### config.mk
export PLATFORM = sky130hd
export DESIGN_NAME = audclk_gen
export DESIGN_NICKNAME = d
export VERILOG_FILES = /design/src/rtl/audclk_pkg.sv /design/src/rtl/audclk_ctrl.sv /design/src/rtl/audclk_datapath.sv /design/src/rtl/audclk_gen.sv
export SDC_FILE = /design/constraint.sdc
export NUM_CORES = 1
export LEC_CHECK = 0
export ABC_CLOCK_PERIOD_IN_PS = 2300
export BUFFER_PORTS_ARGS = -buffer_cell sky130_fd_sc_hd__buf_2
export CORE_ASPECT_RATIO = 1.25
export CORE_MARGIN = 3
export CORE_UTILIZATION = 32
export CTS_CLUSTER_DIAMETER = 40
export DETAILED_ROUTE_END_ITERATION = 6
export SLEW_MARGIN = 10
export SYNTH_ARGS = -nofsm -noshare
export SYNTH_HDL_FRONTEND = slang
export SYNTH_SLANG_ARGS = --single-unit
### constraint.sdc
create_clock -name clk -period 2.3 [get_ports clk]
set_input_delay 0.575 -clock clk [delete_from_list [all_inputs] [get_ports clk]]
set_output_delay 0.575 -clock clk [all_outputs]
set_load 0.005 [all_outputs]
### src/rtl/audclk_pkg.sv
`timescale 1ns/1ps
package audclk_pkg;
  localparam int FRAME_FIELD_W = 3;

  // strobes and selections handed from control to the datapath
  typedef struct packed {
    logic                     run;
    logic                     bitDiv4;
    logic                     frValid;
    logic [FRAME_FIELD_W-1:0] frCode;
  } gen_ctrl_t;

  // events reported by the datapath for the current master cycle
  typedef struct packed {
    logic fallEvt;    // bit clock falls at this edge
    logic frameEnd;   // frame boundary at this edge
    logic frNextLow;  // frame clock will be low after a bit clock fall now
  } gen_stat_t;
endpackage

### src/rtl/audclk_ctrl.sv
`timescale 1ns/1ps
module audclk_ctrl
  import audclk_pkg::*;
#(
  parameter int CFG_W        = 32,
  parameter int BIT_SEL_POS  = 16,
  parameter int FR_SEL_POS   = 17,
  parameter int EN_POS       = 31,
  parameter int NUM_FR_CODES = 3
) (
  input  logic             clk,
  input  logic             rstN,
  input  logic [CFG_W-1:0] cfgWord,
  input  gen_stat_t        stat,
  output gen_ctrl_t        ctl
);
  logic                     runQ;
  logic                     bitQ;
  logic [FRAME_FIELD_W-1:0] frQ;

  logic                     enable;
  logic                     newBit;
  logic [FRAME_FIELD_W-1:0] newFr;
  logic                     parkNow;
  logic                     cfgUnused;

  assign enable    = cfgWord[EN_POS];
  assign newBit    = cfgWord[BIT_SEL_POS];
  assign newFr     = cfgWord[FR_SEL_POS +: FRAME_FIELD_W];
  assign cfgUnused = ^cfgWord;

  // stop only on a bit clock fall that leaves the frame clock low
  assign parkNow = runQ && stat.fallEvt && !enable && stat.frNextLow;

  always_ff @(posedge clk or negedge rstN) begin
    if (!rstN) begin
      runQ <= 1'b0;
      bitQ <= 1'b0;
      frQ  <= '0;
    end else if (!runQ) begin
      if (enable) begin
        runQ <= 1'b1;
        bitQ <= newBit;
        frQ  <= newFr;
      end
    end else if (parkNow) begin
      runQ <= 1'b0;
    end else if (stat.frameEnd) begin
      bitQ <= newBit;
      frQ  <= newFr;
    end
  end

  assign ctl.run     = runQ;
  assign ctl.bitDiv4 = bitQ;
  assign ctl.frCode  = frQ;
  assign ctl.frValid = (frQ < FRAME_FIELD_W'(NUM_FR_CODES));

  // active ratios move only across a frame boundary
  a_r8_ratio_held_in_frame: assert property (@(posedge clk) disable iff (!rstN)
    runQ && $past(runQ) && !$past(stat.frameEnd) |-> $stable(bitQ) && $stable(frQ));

  // running stops only on a bit clock fall with enable low
  a_r7_stop_on_fall: assert property (@(posedge clk) disable iff (!rstN)
    $fell(runQ) |-> $past(stat.fallEvt) && !$past(enable));

  // starting requires the enable
  a_r6_start_needs_enable: assert property (@(posedge clk) disable iff (!rstN)
    $rose(runQ) |-> $past(enable));
endmodule

### src/rtl/audclk_datapath.sv
`timescale 1ns/1ps
module audclk_datapath
  import audclk_pkg::*;
#(
  parameter int HALF_BASE    = 16,
  parameter int NUM_FR_CODES = 3
) (
  input  logic      clk,
  input  logic      rstN,
  input  gen_ctrl_t ctl,
  output gen_stat_t stat,
  output logic      bitClk,
  output logic      frameClk
);
  localparam int MAX_HALF = HALF_BASE << (NUM_FR_CODES - 1);
  localparam int CNT_W    = $clog2(MAX_HALF);

  logic             pre;
  logic             bclkQ;
  logic             frclkQ;
  logic [CNT_W-1:0] bitCnt;
  logic [CNT_W-1:0] halfLast;
  logic             halfBitDone;
  logic             fallEvt;
  logic             wrap;

  // bit clock falls per frame half, minus one, for the active code
  always_comb begin
    halfLast = '0;
    for (int c = 0; c < NUM_FR_CODES; c++) begin
      if (ctl.frCode == FRAME_FIELD_W'(c)) halfLast = CNT_W'((HALF_BASE << c) - 1);
    end
  end

  assign halfBitDone = !ctl.bitDiv4 || pre;
  assign fallEvt     = ctl.run && halfBitDone && bclkQ;
  assign wrap        = ctl.frValid && (bitCnt == halfLast);

  assign stat.fallEvt   = fallEvt;
  assign stat.frNextLow = ctl.frValid ? !(frclkQ ^ wrap) : 1'b1;
  assign stat.frameEnd  = fallEvt && (ctl.frValid ? (wrap && frclkQ) : 1'b1);

  always_ff @(posedge clk or negedge rstN) begin
    if (!rstN) begin
      pre    <= 1'b0;
      bclkQ  <= 1'b0;
      frclkQ <= 1'b0;
      bitCnt <= '0;
    end else if (!ctl.run) begin
      pre    <= 1'b0;
      bclkQ  <= 1'b0;
      frclkQ <= 1'b0;
      bitCnt <= '0;
    end else begin
      if (halfBitDone) begin
        pre   <= 1'b0;
        bclkQ <= ~bclkQ;
      end else begin
        pre <= 1'b1;
      end
      if (fallEvt) begin
        if (!ctl.frValid) begin
          frclkQ <= 1'b0;
          bitCnt <= '0;
        end else if (wrap) begin
          frclkQ <= ~frclkQ;
          bitCnt <= '0;
        end else begin
          bitCnt <= bitCnt + 1'b1;
        end
      end
    end
  end

  assign bitClk   = bclkQ;
  assign frameClk = frclkQ;

  // frame clock moves together with a bit clock fall
  a_r4_frame_on_bit_fall: assert property (@(posedge clk) disable iff (!rstN)
    !$stable(frclkQ) |-> $fell(bclkQ));

  // in the /4 mode a high phase lasts two master cycles
  a_r2_div4_high_two: assert property (@(posedge clk) disable iff (!rstN)
    ctl.run && ctl.bitDiv4 && $rose(bclkQ) |=> bclkQ);

  // with no ratio for the code, the frame clock stays low
  a_r5_invalid_frame_low: assert property (@(posedge clk) disable iff (!rstN)
    ctl.run && !ctl.frValid |-> !frclkQ);

  // stopped generator keeps both outputs low
  a_r1_idle_low: assert property (@(posedge clk) disable iff (!rstN)
    !ctl.run && !$past(ctl.run) |-> !bclkQ && !frclkQ);
endmodule

### src/rtl/audclk_gen.sv
`timescale 1ns/1ps
module audclk_gen
  import audclk_pkg::*;
#(
  parameter int CFG_W        = 32,
  parameter int BIT_SEL_POS  = 16,
  parameter int FR_SEL_POS   = 17,
  parameter int EN_POS       = 31,
  parameter int HALF_BASE    = 16,
  parameter int NUM_FR_CODES = 3
) (
  input  logic             clk,
  input  logic             rstN,
  input  logic [CFG_W-1:0] cfgWord,
  output logic             bitClk,
  output logic             frameClk
);
  gen_ctrl_t ctl;
  gen_stat_t stat;

  audclk_ctrl #(
    .CFG_W(CFG_W), .BIT_SEL_POS(BIT_SEL_POS), .FR_SEL_POS(FR_SEL_POS),
    .EN_POS(EN_POS), .NUM_FR_CODES(NUM_FR_CODES)
  ) i_ctrl (
    .clk(clk), .rstN(rstN), .cfgWord(cfgWord), .stat(stat), .ctl(ctl)
  );

  audclk_datapath #(
    .HALF_BASE(HALF_BASE), .NUM_FR_CODES(NUM_FR_CODES)
  ) i_datapath (
    .clk(clk), .rstN(rstN), .ctl(ctl), .stat(stat),
    .bitClk(bitClk), .frameClk(frameClk)
  );
endmodule

==> results_dict.tcl, run 1 <==
set metrics [dict create \
    outcome "completed" \
    grt_max_degree 15 \
    grt-ovfl-total 0 \
    remaining_drc_errors 0 \
    rows 19 \
    crit_arrival_ns 2.33 \
    clkLatencyLatePin_ns 0.27 \
    maxSlewViolCount 0 \
    drt_iter0_markers 13 \
    fin_tns_setup_ns 0 \
    ys_ff_latch 14 \
    area_delta_synth_final_pct 25.0 \
    hold_viol_final 0 \
    htreeDepth 1 \
    hpwl_um 1060 \
    fin_crit_ns 2.17 \
    grt_pass1_wl_um 2660 \
    via_per_inst 5.02 \
    core_um2 2260 \
    start_kind "flip-flop" \
    post_drt_wl_per_cell_um 12.4 \
    first_pass_iters 4 \
    grt_pass1_vias 623 \
    power_density_nw_per_um2 1100 \
    critPathSlowestCell "dfrtp_1" \
    period_share_pct 94.2 \
    cts-root-buf "clkbuf_4" \
    cp_slowest_stage_delay_ns 0.41 \
    tritoncts "yes" \
    io_buffer_count 8 \
    multi_input_area_um2 439 \
    cts_hold_buffers 0 \
    gr-usage-all-layers_pct 11.5 \
    die_x_um 50.3 \
    synth_area_um2 785 \
    criticalPathCategory "flip-flop to flip-flop" \
    nFillCells 228 \
    leakagePower_nw 0.428 \
    num_io_pins 36 \
    cp_cell_sequence "and4_1 > o21ai_0 > nor2_1 > and2_4 > ha_4 > a31oi_4 > a311oi_4 > buf_6 > mux2_2" \
    layout_commonest_cell "dfrtp_1" \
    fp.dieH_um 61.4 \
    num_vias 607 \
    synth_nets 107 \
    relSlewSlack_pct 62.2 \
    fmax_mhz 461 \
    rsz0062_at_grt "false" \
    numCtsBuffers 3 \
    hold_class "primary input to asynchronous set/reset pin" \
    num_antenna_cells 0 \
    fin_skew_ns 0.00134 \
    final_cell_mix "dfrtp_1, buf_4, buf_2" \
    cts_buffer_depth 2 \
    cp_max_fo 4 \
    crit_path_end_kind "flip-flop" \
    drive_gt1_share_pct 36.7 \
    worstPathRequired_ns 2.46 \
    tightest_slew_ns 0.563 \
    start_util_pct 34.7 \
    antenna_found_initial 0 \
    drv_cap 0 \
    path_clk_slew_ns 0.08 \
    synth_cell_types 30 \
    yosysSeqAreaShare_pct 44.7 \
    avgSynthCellArea_um2 11.0 \
    register_area_um2 350 \
    final_nets 128 \
    dpl_worst_slack_ns 0.0318 \
    syn_inst 71 \
    die_area_um2 3090 \
    totalWireLength_um 1510 \
    cpLargestDelayFamily "compound AO/OA/AOI/OAI gates" \
    critPathBufInv 1 \
    place_congestion 0.669 \
    fin_ws_ns 0.133 \
    ir_drop_v 0.000602 \
    ant_nets 0 \
    synth_warnings 0 \
    finalSetupViolCount 0 \
    clock_sinks 14 \
]
## power by group
| part | switching [mW] | internal [mW] | leakage [nW] |
|---|---|---|---|
| sequential | 0.0790 | 0.320 | 0.179 |
| combinational | 0.262 | 0.283 | 0.235 |
| clock | 0.0744 | 0.0605 | 0.0138 |
## flip-flops by register name, indices dropped and copies added, names as in the netlist
register             count
i_ctrl.bitQ              1
i_ctrl.frQ               3
i_ctrl.runQ              1
i_datapath.bitClk        1
i_datapath.bitCnt        6
i_datapath.frameClk      1
i_datapath.pre           1
## final timing paths
| check | startpoint | to | slack, ns | depth (start not counted) |
|---|---|---|---|---|
| max | i_datapath.bitCnt[3] | i_ctrl.frQ[1] | 0.13 | 9 |
| min | rstN | i_datapath.bitCnt[2] | 0.19 | 1 |
| max reg2reg | i_datapath.bitCnt[3] | i_ctrl.frQ[1] | 0.13 | 9 |
| min reg2reg | i_ctrl.bitQ | i_ctrl.bitQ | 0.54 | 1 |
| max in group asynchronous | rstN | i_datapath.pre | 1.86 | 1 |
| min in group clk | cfgWord[31] | i_ctrl.runQ | 0.53 | 3 |
## through the flow
step | power, mW | instance area (µm²) | hold WS (ns) | util (%) | std cells
2_1_floorplan | 0.738 | 785 | 0.279 | - | 71
3_3_place_gp | 0.881 | 911 | 0.494 | 40.3 | 116
3_5_place_dp | 0.893 | 911 | 0.500 | 40.3 | 116
4_1_cts | 1.09 | 980 | 0.194 | 43.4 | 121
5_1_grt | 1.17 | 981 | 0.196 | 43.4 | 121
6_report | 1.08 | 981 | 0.190 | 43.4 | 121
## logic make-up after synthesis
group | count (synthesis) | synth area share, %
xor+xnor | 1 | 1.12
flops | 14 | 44.7
simple gates | 24 | 18.0
mux | 5 | 7.02
buf+inv | 5 | 3.03
fa+ha+maj | 2 | 3.19
compound gates | 20 | 23.0
## final cells by class
cell class / count / area share, %
clock buffer: 3 / 2.30
inverter: 3 / 1.15
multi-input combinational: 52 / 44.8
sequential: 14 / 35.7
tap: 31 / 3.95
timing repair buffer: 18 / 12.1
## synth_stat cells, drive strengths merged
cell,number,share of area (%)
or4,1,0.96
nor2b,1,0.80
ha,2,3.2
or3,4,3.2
a21boi,2,3.3
dfrtp,14,45
a21oi,3,3.3
xnor2,1,1.1
nand2b,2,1.6
a311oi,1,3.3
inv,3,1.4
a22oi,4,3.8
nand3b,1,0.96
a31oi,1,2.7
nor2,3,1.4
nand3,3,1.9
nand2,3,1.4
mux2i,1,1.3
and2,4,3.5
o211ai,2,1.9
buf,2,1.6
mux2,4,5.7
and4,1,1.1
o21ai,7,4.5
nand4b,1,1.1
## routing by layer
layer | global-route usage, % | vias to the layer above | wire length, µm | share of wire, %
met5 | 0 | - | 0 | 0
met4 | 8.30 | 0 | 16 | 1.1
met3 | 1.69 | 2 | 51 | 3.4
met2 | 19.4 | 7 | 746 | 50
met1 | 13.6 | 298 | 692 | 46
li1 | - | 300 | - | -
## repair_timing
action                     4_1_cts  5_1_grt
setup endpoints to repair        1        4
gates resized for setup          6        1
hold endpoints to repair         0        0
setup buffers                    2        0
pin swaps                        1        1
cloned                           0        0
(Power assumes the default switching activity.)
==> run 2, diff against run 1 <==
Settings changed: ABC_AREA set to 1.
==> run 2 against run 1 <==
Net effect:
- area after synthesis shrank 2.1%
- first-iteration DRC count grew 69%
- critical path depth grew 3
- sequential share of layout area grew 4.5 points
- highest routed layer unchanged
- final area shrank 11%
==> results_dict.tcl, run 2 <==
set metrics [dict create \
    cp_max_fo 6 \
    yosys.area.top_type "dfrtp_1" \
    ir_drop_v 0.000569 \
    synth_cell_types 21 \
    place_inst 133 \
    synth_most_common_cell "nand2_1" \
    cts_buffer_depth 2 \
    ant_nets 0 \
    drv_cap 0 \
    grt-ovfl-total 0 \
    num_vias 609 \
    path_clk_slew_ns 0.09 \
    first_pass_iters 4 \
    relSlewSlack_pct 50.2 \
    synth_warnings 0 \
    start_kind "flip-flop" \
    tritoncts "yes" \
    die_x_um 49.8 \
    final_cell_mix "nand2_1, dfrtp_1, inv_1" \
    syn_inst 96 \
    fmax_mhz 580 \
    remaining_drc_errors 0 \
    top_regs "i_datapath.bitCnt x6, i_ctrl.frQ x3" \
    drt_iter0_markers 22 \
    outcome "completed" \
    io_buffer_count 8 \
    grt_max_degree 23 \
    antenna_found_initial 0 \
    yosysSeqAreaShare_pct 45.6 \
    synth_edf_count 0 \
    dpl_worst_slack_ns 0.574 \
    tightest_slew_ns 0.745 \
    core_um2 2230 \
    clkLatencyLatePin_ns 0.27 \
    maxSlewViolCount 0 \
    rsz0062_at_grt "false" \
    numCtsBuffers 3 \
    largest-register "i_datapath.bitCnt" \
    hpwl_um 980 \
    final_nets 143 \
    wl_met2_um 641 \
    fin_skew_ns 0.00367 \
    hold_viol_final 0 \
    avgSynthCellArea_um2 8.00 \
    via_per_inst 4.45 \
    hold_class "primary input to asynchronous set/reset pin" \
    finalSetupViolCount 0 \
    place_congestion 0.742 \
    register_area_um2 350 \
    instances_no_fill 137 \
    cts_resized 0 \
    drive_gt1_share_pct 17.9 \
    m1WireLength_um 629 \
    fin_tns_setup_ns 0 \
    synth_area_um2 768 \
    fp.dieH_um 60.8 \
    multi_input_area_um2 360 \
    cts_setup_buffers 0 \
    synth_area_leaders "dfrtp_1, nand2_1, inv_1" \
    grt_pass1_wl_um 2190 \
    crit_arrival_ns 1.90 \
    criticalPathCategory "flip-flop to flip-flop" \
    cp-startpoint "i_ctrl.frQ[0]" \
    netlist_top_cells_count "nand2_1, dfrtp_1, inv_1" \
    ys.flop_type "dfrtp_1" \
    cts-root-buf "clkbuf_4" \
    synth_top_area_share_pct 45.6 \
    power_density_nw_per_um2 1240 \
    fin_ws_ns 0.577 \
    rows 19 \
    num_antenna_cells 0 \
    period_share_pct 74.9 \
    die_area_um2 3030 \
    gr-usage-all-layers_pct 9.55 \
    htreeDepth 1 \
    clock_sinks 14 \
    leakagePower_nw 0.452 \
    ys_ff_latch 14 \
    fin_crit_ns 1.72 \
    top_layer "met4" \
    nFillCells 245 \
    cts_hold_buffers 0 \
    start_util_pct 34.4 \
    synth_nets 132 \
    worstPathRequired_ns 2.47 \
    largest_register_ffs 6 \
    grt_pass1_vias 519 \
    synthArstFlopShare_pct 100 \
    layout_commonest_cell "nand2_1" \
    wl_met3_um 31 \
    totalWireLength_um 1330 \
    crit_path_end_kind "flip-flop" \
    worstReg2RegStart "i_ctrl.frQ[0]" \
    area_delta_synth_final_pct 13.4 \
    post_drt_wl_per_cell_um 9.69 \
    num_io_pins 36 \
]
## run 2: cell count changes after synthesis, sizes merged, moves of 4 or more
cell   previous run  this run
nand4             0         6
a22oi             4         0
o21ai             7         2
inv               3        12
mux2              4         0
and2              4         0
nor2              3         8
nand2             3        34
or3               4         0
## run 2: path summary, 6_finish.rpt
kind | to | slack, ns | cells after the start
min in group clk | i_ctrl.bitQ | 0.49 | 2
min | i_datapath.bitCnt[4] | 0.18 | 1
max in group asynchronous | i_ctrl.frQ[2] | 1.88 | 1
min reg2reg | i_ctrl.bitQ | 0.49 | 2
max reg2reg | i_ctrl.frQ[1] | 0.58 | 12
max | i_ctrl.frQ[1] | 0.58 | 12
## run 2: final cells by class
cell class / count / share of cell area (%)
repair buffers: 8 / 4.60
well taps: 31 / 4.45
flip-flops and latches: 14 / 40.2
inverters: 12 / 5.17
clock buffers: 4 / 4.17
multi-input cells: 68 / 41.4
## run 2: cell families (layout without fill, tap and decap cells)
kind of cell,after synthesis,count (layout),synth area share (%)
compound gates,9,9,8.47
xor+xnor,2,2,2.28
fa+ha+maj,2,2,3.26
buf+inv,14,24,7.49
flops,14,14,45.6
simple gates,55,55,32.9
## run 2: layer usage
layer,vias up,GRT usage (%)
met3,2,1.47
met1,272,11.0
met5,-,0
met4,0,5.93
li1,326,-
met2,9,16.8
## run 2: per-stage QoR
step           hold WS [ns]  power, mW  cell area (µm²)  util (%)
2_1_floorplan         0.279      0.821              768         -
3_3_place_gp          0.470      0.896              835      37.3
3_5_place_dp          0.468      0.909              835      37.3
4_1_cts               0.187       1.09              871      39.0
5_1_grt               0.191       1.19              871      39.0
6_report              0.177       1.08              871      39.0
## run 2: power by group
| part | switching, mW | total, mW | internal, mW |
|---|---|---|---|
| Combinational | 0.320 | 0.487 | 0.167 |
| Clock | 0.0819 | 0.178 | 0.0961 |
| Sequential | 0.0762 | 0.413 | 0.337 |
| Total | 0.478 | 1.08 | 0.600 |
## run 2: worst max-delay path, cell delays in order (launching register included)
cell and delay, ns:
dfrtp_1 0.42, nor2_1 0.15, nand2_1 0.06, nand2_1 0.05
nor2_1 0.04, nand2_1 0.08, inv_1 0.05, ha_1 0.26
inv_1 0.06, o21bai_4 0.21, nand3_4 0.10, nand2_1 0.09
nand2_1 0.04
==> run 3, diff against run 2 <==
Settings changed: ABC_AREA 1 to 0, ABC_CLOCK_PERIOD_IN_PS 2300 to 1800.
Clock period 2.3 ns to 1.8 ns, I/O delays scaled along.
==> run 3 against run 2 <==
Net effect:
- the run now ends with setup timing left
- sequential share of layout area shrank 9.2 points
- worst hold slack lost 0.13 ns
- core utilization grew 11 points
- register-to-register slack lost 0.85 ns
- fmax shrank 17%
- sequential power grew 21%
- power grew 42%
- global-route usage grew 2.8 points
- cell count shrank 0.73%
- final area grew 30%
- highest routed layer is now met3
==> results_dict.tcl, run 3 (synthesis results as in run 1) <==
set metrics [dict create \
    num_io_pins 36 \
    hpwl_um 1150 \
    post_drt_wl_per_cell_um 12.3 \
    gr-usage-all-layers_pct 12.3 \
    crit_path_end "i_ctrl.bitQ" \
    top_regs "i_datapath.bitCnt x6, i_ctrl.frQ x3" \
    fmax_mhz 483 \
    core_um2 2260 \
    worstReg2RegStart "i_datapath.bitCnt[5]" \
    register_area_um2 350 \
    worstPathRequired_ns 1.97 \
    violations "setup timing" \
    multi_input_area_um2 468 \
    final_cell_mix "buf_4, dfrtp_1, buf_2" \
    place_inst 124 \
    leakagePower_nw 0.520 \
    numCtsBuffers 3 \
    remaining_drc_errors 0 \
    nFillCells 209 \
    crit_path_end_kind "flip-flop" \
    hold_viol_final 0 \
    tritoncts "yes" \
    drive_gt1_share_pct 49.5 \
    rr_endpoint "i_ctrl.bitQ" \
    antenna_found_initial 0 \
    ir_drop_v 0.000809 \
    reg2reg_depth 9 \
    fin_util_pct 50.0 \
    largest_register_ffs 6 \
    fin_area_um2 1130 \
    start_util_pct 34.7 \
    grt_pass1_wl_um 2740 \
    hold_class "primary input to asynchronous set/reset pin" \
    fin_crit_ns 2.07 \
    drt_iter0_markers 14 \
    power_density_nw_per_um2 1360 \
    finalSetupViolCount 4 \
    first_pass_iters 4 \
    fin_tns_setup_ns -1.05 \
    fp.dieH_um 61.4 \
    htreeDepth 1 \
    cts_hold_buffers 0 \
    tightest_slew_ns 0.418 \
    maxSlewViolCount 0 \
    criticalPathCategory "flip-flop to flip-flop" \
    r2r_slack_ns -0.27 \
    layout_commonest_cell "buf_4" \
    cp-startpoint "i_datapath.bitCnt[5]" \
    grt-ovfl-total 0 \
    clock_sinks 14 \
    area_delta_synth_final_pct 43.9 \
    dpl-instance-area_um2 1010 \
    rows 19 \
    via_per_inst 4.85 \
    cts-root-buf "clkbuf_4" \
    io_buffer_count 8 \
    start_kind "flip-flop" \
    clkLatencyLatePin_ns 0.28 \
    place_congestion 0.782 \
    num_antenna_cells 0 \
    fin_skew_ns 0.00694 \
    period_share_pct 115 \
    instances_no_fill 136 \
    cts_buffer_depth 2 \
    ant_nets 0 \
    relSlewSlack_pct 72.0 \
    final_nets 142 \
    largest-register "i_datapath.bitCnt" \
    num_vias 660 \
    path_clk_slew_ns 0.09 \
    rsz0062_at_grt "true" \
    cp_max_fo 4 \
    grt_max_degree 15 \
    crit_arrival_ns 2.24 \
    die_x_um 50.3 \
    drv_cap 0 \
    totalWireLength_um 1670 \
    grt_pass1_vias 656 \
    die_area_um2 3090 \
    fin_ws_ns -0.271 \
    outcome "finished with violations" \
]
==> run 3: metal layers <==
layer	wire, µm	part of all wire [%]	GRT usage, %	vias to the layer above
li1	-	-	-	329
met1	775	46	13.9	320
met2	854	51	21.1	11
met3	38	2.3	1.69	0
met4	0	0	9.88	0
met5	0	0	0	-
==> run 3: how the worst min path moves through the flow <==
stage / cells past startpoint / endpoint
after floorplan: 0 / i_ctrl.bitQ
final: 1 / i_datapath.frameClk
after global routing: 1 / i_datapath.bitCnt[4]
after detailed placement: 1 / i_datapath.bitCnt[3]
after CTS: 1 / i_datapath.bitCnt[4]
after global placement: 1 / i_datapath.bitCnt[2]
==> run 3: timing repair <==
item | in CTS | in global routing
endpoints found under the setup margin | 4 | 5
pin swaps | 4 | 1
endpoints found under the hold margin | 0 | 0
resized for setup | 5 | 0
setup buffers | 8 | 0
==> run 3: area by class of cell <==
cell class                 instances  area share [%]
tap                               31            3.44
multi-input combinational         52            41.5
clock buffer                       4            3.22
timing repair buffer              32            19.8
sequential                        14            31.0
inverter                           3           0.998
==> run 3: stage by stage <==
stage / setup slack (ns) / hold slack (ns) / power [mW]
2_1_floorplan: -0.299 / 0.154 / 0.998
3_5_place_dp: -0.391 / 0.371 / 1.25
3_3_place_gp: -0.391 / 0.369 / 1.23
6_report: -0.271 / 0.0505 / 1.53
5_1_grt: -0.346 / 0.0529 / 1.64
4_1_cts: -0.289 / 0.0571 / 1.55
==> run 3: power by group <==
| part | internal [mW] | switching [mW] | total (mW) |
|---|---|---|---|
| logic | 0.439 | 0.364 | 0.803 |
| clock network | 0.123 | 0.108 | 0.231 |
| registers | 0.409 | 0.0894 | 0.498 |
==> run 3: worst max-delay path, stage by stage, from the launching register on <==
cell and delay, ns:
dfrtp_1 0.42, and2_4 0.16, a21oi_4 0.12, nor2_2 0.06, and2_4 0.14, ha_4 0.26
a31oi_4 0.08, a311oi_4 0.27, buf_4 0.17, mux2_4 0.28
